$ cat config.mk
export PLATFORM = sky130hd
export DESIGN_NAME = mgmt_serial_slave
export DESIGN_NICKNAME = d
export VERILOG_FILES = /design/src/rtl/mgmt_pkg.sv /design/src/rtl/mgmt_preamble_det.sv /design/src/rtl/mgmt_addr_match.sv /design/src/rtl/mgmt_tx_shift.sv /design/src/rtl/mgmt_serial_slave.sv
export SDC_FILE = /design/constraint.sdc
export NUM_CORES = 1
export LEC_CHECK = 0
export ABC_AREA = 1
export BUFFER_PORTS_ARGS = -buffer_cell sky130_fd_sc_hd__buf_2
export CAP_MARGIN = 25
export CORE_ASPECT_RATIO = 0.7
export CORE_MARGIN = 1.5
export CORE_UTILIZATION = 51
export DETAILED_ROUTE_END_ITERATION = 6
export GPL_ROUTABILITY_DRIVEN = 0
export HOLD_SLACK_MARGIN = 0.02
export PLACE_DENSITY = 0.83
export REMOVE_ABC_BUFFERS = 1
export SYNTH_ARGS = -nofsm -noshare
export SYNTH_HDL_FRONTEND = slang
export SYNTH_SLANG_ARGS = --single-unit
$ cat constraint.sdc
create_clock -name mdc -period 2.12 [get_ports mdc]
set_input_delay 0.318 -clock mdc [delete_from_list [all_inputs] [get_ports mdc]]
set_output_delay 0.318 -clock mdc [all_outputs]
set_load 0.01 [all_outputs]
$ cat src/rtl/mgmt_pkg.sv
package mgmt_pkg;

  typedef enum logic [2:0] {
    ST_HUNT,
    ST_SOF,
    ST_OPC,
    ST_DEV,
    ST_REG,
    ST_TURN,
    ST_DATA
  } mgmt_state_e;

  localparam logic [1:0] OPC_READ  = 2'b10;
  localparam logic [1:0] OPC_WRITE = 2'b01;

endpackage

$ cat src/rtl/mgmt_preamble_det.sv
module mgmt_preamble_det #(
  parameter int PRE_LEN = 32
) (
  input  logic clk,
  input  logic rst_n,
  input  logic en,
  input  logic bit_in,
  output logic armed
);

  localparam int CW = $clog2(PRE_LEN + 1);
  localparam logic [CW-1:0] FULL = CW'(PRE_LEN);

  logic [CW-1:0] ones_q, ones_d;

  always_comb begin
    if (!en)
      ones_d = '0;
    else if (bit_in)
      ones_d = (ones_q == FULL) ? ones_q : ones_q + 1'b1;
    else
      ones_d = '0;
  end

  always_ff @(posedge clk or negedge rst_n) begin
    if (!rst_n) ones_q <= '0;
    else        ones_q <= ones_d;
  end

  assign armed = (ones_q == FULL);

  // a zero seen while hunting always leaves the hunter unarmed
  a_r2_zero_disarms: assert property (@(posedge clk) disable iff (!rst_n)
    (en && !bit_in) |=> !armed);

endmodule

$ cat src/rtl/mgmt_addr_match.sv
module mgmt_addr_match #(
  parameter int DEV_AW  = 5,
  parameter int STRAP_W = 3
) (
  input  logic [DEV_AW-1:0]  dev_addr,
  input  logic [STRAP_W-1:0] strap,
  output logic               hit
);

  generate
    if (DEV_AW > STRAP_W) begin : g_upper_zero
      assign hit = (dev_addr[DEV_AW-1:STRAP_W] == '0) &&
                   (dev_addr[STRAP_W-1:0] == strap);
    end else begin : g_full_strap
      logic [STRAP_W-1:0] wide_addr;
      assign wide_addr = STRAP_W'(dev_addr);
      assign hit = (wide_addr == strap);
    end
  endgenerate

endmodule

$ cat src/rtl/mgmt_tx_shift.sv
module mgmt_tx_shift #(
  parameter int DW = 16
) (
  input  logic          clk,
  input  logic          rst_n,
  input  logic          load,
  input  logic          shift,
  input  logic [DW-1:0] din,
  output logic          msb
);

  logic [DW-1:0] q, d;

  always_comb begin
    d = q;
    if (load)
      d = din;
    else if (shift)
      d = {q[DW-2:0], 1'b0};
  end

  always_ff @(posedge clk or negedge rst_n) begin
    if (!rst_n) q <= '0;
    else        q <= d;
  end

  assign msb = q[DW-1];

endmodule

$ cat src/rtl/mgmt_serial_slave.sv
module mgmt_serial_slave
  import mgmt_pkg::*;
#(
  parameter int PRE_LEN = 32,
  parameter int DEV_AW  = 5,
  parameter int REG_AW  = 5,
  parameter int DATA_W  = 16,
  parameter int STRAP_W = 3
) (
  input  logic               mdc,
  input  logic               rst_n,
  input  logic [STRAP_W-1:0] strap_addr,
  input  logic               md_in,
  output logic               md_out,
  output logic               md_oe,
  output logic [REG_AW-1:0]  reg_addr,
  output logic               rd_req,
  input  logic [DATA_W-1:0]  rd_data,
  output logic               wr_en,
  output logic [DATA_W-1:0]  wr_data
);

  localparam int MAXF = (DATA_W > DEV_AW) ?
                        ((DATA_W > REG_AW) ? DATA_W : REG_AW) :
                        ((DEV_AW > REG_AW) ? DEV_AW : REG_AW);
  localparam int SHW  = MAXF;
  localparam int CNTW = $clog2(MAXF);
  localparam logic [CNTW-1:0] DEV_LAST  = CNTW'(DEV_AW - 1);
  localparam logic [CNTW-1:0] REG_LAST  = CNTW'(REG_AW - 1);
  localparam logic [CNTW-1:0] DATA_LAST = CNTW'(DATA_W - 1);
  localparam int DRV_LEN = DATA_W + 1;
  localparam int DCW     = $clog2(DRV_LEN + 1) + 1;

  // reset: asynchronous assert, synchronous release
  logic rst_meta, rst_sync_n;
  always_ff @(posedge mdc or negedge rst_n) begin
    if (!rst_n) begin
      rst_meta   <= 1'b0;
      rst_sync_n <= 1'b0;
    end else begin
      rst_meta   <= 1'b1;
      rst_sync_n <= rst_meta;
    end
  end

  mgmt_state_e        st_q, st_d;
  logic [CNTW-1:0]    cnt_q, cnt_d;
  logic [SHW-2:0]     sh_q;
  logic [SHW-1:0]     sh_d;
  logic               is_rd_q, is_rd_d;
  logic               match_q, match_d;
  logic [REG_AW-1:0]  reg_q, reg_d;
  logic               rd_req_q, rd_req_d;
  logic               wr_en_q, wr_en_d;
  logic [DATA_W-1:0]  wr_data_q, wr_data_d;
  logic               oe_q, oe_d;
  logic               out_q, out_d;
  logic               tx_load, tx_shift, tx_msb;
  logic               pre_armed, dev_hit;

  mgmt_preamble_det #(.PRE_LEN(PRE_LEN)) u_pre (
    .clk   (mdc),
    .rst_n (rst_sync_n),
    .en    (st_q == ST_HUNT),
    .bit_in(md_in),
    .armed (pre_armed)
  );

  mgmt_addr_match #(.DEV_AW(DEV_AW), .STRAP_W(STRAP_W)) u_match (
    .dev_addr(sh_d[DEV_AW-1:0]),
    .strap   (strap_addr),
    .hit     (dev_hit)
  );

  mgmt_tx_shift #(.DW(DATA_W)) u_tx (
    .clk  (mdc),
    .rst_n(rst_sync_n),
    .load (tx_load),
    .shift(tx_shift),
    .din  (rd_data),
    .msb  (tx_msb)
  );

  assign sh_d = {sh_q, md_in};

  always_comb begin
    st_d      = st_q;
    cnt_d     = cnt_q;
    is_rd_d   = is_rd_q;
    match_d   = match_q;
    reg_d     = reg_q;
    rd_req_d  = 1'b0;
    wr_en_d   = 1'b0;
    wr_data_d = wr_data_q;
    oe_d      = oe_q;
    out_d     = out_q;
    tx_load   = 1'b0;
    tx_shift  = 1'b0;
    unique case (st_q)
      ST_HUNT: begin
        if (pre_armed && !md_in) st_d = ST_SOF;
      end
      ST_SOF: begin
        cnt_d = '0;
        st_d  = md_in ? ST_OPC : ST_HUNT;
      end
      ST_OPC: begin
        if (cnt_q == '0) begin
          cnt_d = 1'b1;
        end else begin
          cnt_d = '0;
          if ({sh_q[0], md_in} == OPC_READ) begin
            is_rd_d = 1'b1;
            st_d    = ST_DEV;
          end else if ({sh_q[0], md_in} == OPC_WRITE) begin
            is_rd_d = 1'b0;
            st_d    = ST_DEV;
          end else begin
            st_d    = ST_HUNT;
          end
        end
      end
      ST_DEV: begin
        if (cnt_q == DEV_LAST) begin
          match_d = dev_hit;
          cnt_d   = '0;
          st_d    = ST_REG;
        end else begin
          cnt_d = cnt_q + 1'b1;
        end
      end
      ST_REG: begin
        if (cnt_q == REG_LAST) begin
          reg_d    = sh_d[REG_AW-1:0];
          rd_req_d = match_q && is_rd_q;
          cnt_d    = '0;
          st_d     = ST_TURN;
        end else begin
          cnt_d = cnt_q + 1'b1;
        end
      end
      ST_TURN: begin
        if (cnt_q == '0) begin
          if (!is_rd_q && !md_in) begin
            st_d = ST_HUNT;
          end else begin
            cnt_d = 1'b1;
            if (is_rd_q && match_q) begin
              oe_d    = 1'b1;
              out_d   = 1'b0;
              tx_load = 1'b1;
            end
          end
        end else begin
          if (!is_rd_q && md_in) begin
            st_d = ST_HUNT;
          end else begin
            cnt_d = '0;
            st_d  = ST_DATA;
            if (is_rd_q && match_q) begin
              out_d    = tx_msb;
              tx_shift = 1'b1;
            end
          end
        end
      end
      ST_DATA: begin
        if (cnt_q == DATA_LAST) begin
          st_d  = ST_HUNT;
          cnt_d = '0;
          oe_d  = 1'b0;
          out_d = 1'b0;
          if (!is_rd_q && match_q) begin
            wr_en_d   = 1'b1;
            wr_data_d = sh_d[DATA_W-1:0];
          end
        end else begin
          cnt_d = cnt_q + 1'b1;
          if (is_rd_q && match_q) begin
            out_d    = tx_msb;
            tx_shift = 1'b1;
          end
        end
      end
      default: st_d = ST_HUNT;
    endcase
  end

  always_ff @(posedge mdc or negedge rst_sync_n) begin
    if (!rst_sync_n) begin
      st_q      <= ST_HUNT;
      cnt_q     <= '0;
      sh_q      <= '0;
      is_rd_q   <= 1'b0;
      match_q   <= 1'b0;
      reg_q     <= '0;
      rd_req_q  <= 1'b0;
      wr_en_q   <= 1'b0;
      wr_data_q <= '0;
      oe_q      <= 1'b0;
      out_q     <= 1'b0;
    end else begin
      st_q      <= st_d;
      cnt_q     <= cnt_d;
      sh_q      <= sh_d[SHW-2:0];
      is_rd_q   <= is_rd_d;
      match_q   <= match_d;
      reg_q     <= reg_d;
      rd_req_q  <= rd_req_d;
      wr_en_q   <= wr_en_d;
      wr_data_q <= wr_data_d;
      oe_q      <= oe_d;
      out_q     <= out_d;
    end
  end

  assign md_out   = out_q;
  assign md_oe    = oe_q;
  assign reg_addr = reg_q;
  assign rd_req   = rd_req_q;
  assign wr_en    = wr_en_q;
  assign wr_data  = wr_data_q;

  // ---------------- assertions ----------------
  logic [DCW-1:0] drv_cnt;
  always_ff @(posedge mdc or negedge rst_sync_n) begin
    if (!rst_sync_n)  drv_cnt <= '0;
    else if (md_oe)   drv_cnt <= drv_cnt + 1'b1;
    else              drv_cnt <= '0;
  end

  // read request is a single-cycle pulse
  a_r6_rd_pulse: assert property (@(posedge mdc) disable iff (!rst_sync_n)
    rd_req |=> !rd_req);

  // first turnaround bit undriven, second driven low
  a_r7_turn_float: assert property (@(posedge mdc) disable iff (!rst_sync_n)
    rd_req |-> !md_oe);
  a_r7_turn_zero: assert property (@(posedge mdc) disable iff (!rst_sync_n)
    rd_req |=> (md_oe && !md_out));

  // every driven burst lasts turnaround bit plus data field
  a_r7_drive_len: assert property (@(posedge mdc) disable iff (!rst_sync_n)
    $fell(md_oe) |-> (drv_cnt == DCW'(DRV_LEN)));

  // write strobe is a single-cycle pulse, never while driving
  a_r9_wr_pulse: assert property (@(posedge mdc) disable iff (!rst_sync_n)
    wr_en |=> !wr_en);
  a_r9_wr_quiet: assert property (@(posedge mdc) disable iff (!rst_sync_n)
    wr_en |-> !md_oe);

endmodule

==> results.cfg <==
[setup_path]
critPathKind = flip-flop to flip-flop
end_kind = flip-flop
path_max_fanout = 12
crit_path_cell_trace = nand2_1, nor2_4, nand4_2, buf_4, nand2_1, nand2_1
worst-path-buf-inv = 1
r2r_setup_slack_ns = 0.40
critical-path-top-delay-family = simple AND/OR/NAND/NOR gates
start_kind = flip-flop
crit_path_top_delay_cell = dfrtp_1
worstPathArrival_ns = 1.97
crit_path_end = wr_data[13]
crit_start = cnt_q[2]
crit_required_ns = 2.37
rr_worst_depth = 6
timing.rr.start = cnt_q[2]
cp_common_cell = nand2_1
reg2reg_to = wr_data[13]
slowest_delay_ns = 0.52
crit_cells = 6

[sta]
clock.fmax_mhz = 582
fin_worst_hold_slack_ns = 0.183
setup_viol = 0
fin_skew_ns = 0.0124
rsz0062_at_grt = no
final_hold_viol_count = 0
finalCritPeriodShare = 0.810
fin_crit_ns = 1.72
slew_violations = 0

[grt]
overflow = 0
grt_pass1_vias = 2435
grt_max_degree = 29
grt_pass1_wl_mm = 11.0
antenna_found_initial = 0
track_usage = 0.204

[logic_synthesis]
yosysSeqAreaShare = 0.559
ys_seq_elements = 73
ys_warn_count = 0
async_flop_share = 1.00
netlist_area_um2 = 3270
syn_inst = 371
synth_edf_count = 0
synth_cell_types = 28
synth_flop_cell = dfrtp_1
syn_avg_cell_area_um2 = 8.81

[pwr]
vdd_drop_max_v = 0.000372
leakage_nw = 1.97
total_power_mw = 2.55
p_per_area_nw_per_um2 = 676

[route]
route.detailed.drc = 6
avgRoutedWirePerCell_um = 12.5
antenna_left = 0
viasPerCell = 5.10
dr.pass1.iters = 7
vias = 2590
drt_iter0_markers = 238
wl_mm = 6.33

[min_path]
worstHoldPathType = input pin to flip-flop

[clock_tree]
htree_levels = 3
cts-resized-gates = 0
path_clk_slew_ns = 0.09
postCtsSetupBuffers = 0
cts_tree = built
clock_tree.buffer_depth = 2
cts-root-buf = clkbuf_8
cts_num_sinks = 73
hold_buffers = 1
cts_buffers = 9
clk_latency_ns = 0.35

[place]
placed_cells = 491
port_buffers = 46
dp.final_hpwl_mm = 4.59
place_area_um2 = 3570

[floorplan]
die-height_um = 70.0
pin_count = 47
die-width_um = 98.7
core-area_um2 = 6220
start_util = 0.526
fp-row-count = 24
die-area_um2 = 6900

[flow_run]
cap_violations = 0

[cells_and_area]
layout_common_cells = nand2_1, dfrtp_1, buf_2
instances_no_fill = 508
syn_to_final_growth_pct = 15.4
post-route-util = 0.607
diodes = 0
design_area_um2 = 3770
nNetsFinal = 452
drive_above_1_share = 0.207
nFillCells = 517
layout.cells.most_common = nand2_1

[outcome]
status = finished with violations
violations = design-rule violations
-- how the worst min path moves through the flow --
stage | to | cells after the start | start
2_1_floorplan | rst_meta | 0 | rst_n
3_3_place_gp | rst_meta | 1 | rst_n
3_5_place_dp | rst_meta | 1 | rst_n
4_1_cts | u_tx.q[0] | 3 | rd_data[0]
5_1_grt | u_tx.q[0] | 3 | rd_data[0]
6_report | u_tx.q[0] | 3 | rd_data[0]
-- layout make-up --
| class | count | area (um^2) | share of cell area |
|---|---|---|---|
| clock buffer | 9 | 124 | 0.0328 |
| multi-input combinational | 255 | 1240 | 0.329 |
| clock inverter | 7 | 62.6 | 0.0166 |
| tap | 78 | 97.6 | 0.0259 |
| timing repair buffer | 52 | 290 | 0.0770 |
| sequential | 73 | 1830 | 0.485 |
| inverter | 34 | 128 | 0.0338 |
-- metrics by stage --
stage          TNS (ns)  setup slack (ns)
3_5_place_dp          0             0.391
3_3_place_gp          0             0.460
6_report              0             0.403
2_1_floorplan     -4.51           -0.0635
4_1_cts               0             0.391
5_1_grt               0             0.253
-- layer usage --
layer  wire [um]  track usage  vias up
met5           0            0        -
met4          78       0.0603        0
met3         356       0.0741       12
met2        2920        0.306       76
met1        2980        0.282     1215
li1            -            -     1287
-- cells by family after synthesis --
group,Yosys count,share of synthesized area
AOI/OAI and AO/OA,23,0.0402
other,1,0.00115
adders and majority gates,5,0.0191
buffers and inverters,43,0.0609
DFF,73,0.559
xor gates and xnor gates,6,0.0161
and+or+nand+nor,220,0.303
-- tightest hold or removal path: cells and delay by family --
family / cells / cell delay, ns
AND/OR/NAND/NOR: 2 / 0.10
buffers and inverters: 1 / 0.08
-- where the power goes --
part | internal [mW] | total (mW) | switching, mW
clock network | 0.448 | 1.03 | 0.578
registers | 1.41 | 1.44 | 0.0244
logic | 0.0345 | 0.0877 | 0.0532
total | 1.90 | 2.55 | 0.655
-- synthesized netlist by cell type (4+ instances only) --
cell     instances  area share
ha_1             5       0.019
nand3_1         36       0.055
nand2_1        141        0.16
nor2_1          21       0.024
nor3_1           4      0.0061
a21oi_1          7       0.011
o21ai_0         11       0.017
inv_2            7      0.0080
dfrtp_1         73        0.56
xor2_1           6       0.016
nand4_1          5      0.0096
nor2_4           4       0.014
inv_1           27       0.031
-- sequential cells by signal, indices dropped and copies added, names as in the netlist --
name	count
u_pre.ones_q	6
is_rd_q	1
md_out	1
wr_data	16
rst_sync_n	1
match_q	1
reg_addr	5
sh_q	15
wr_en	1
rd_req	1
rst_meta	1
u_tx.q	16
st_q	3
cnt_q	4
md_oe	1
(Power assumes the default switching activity.)
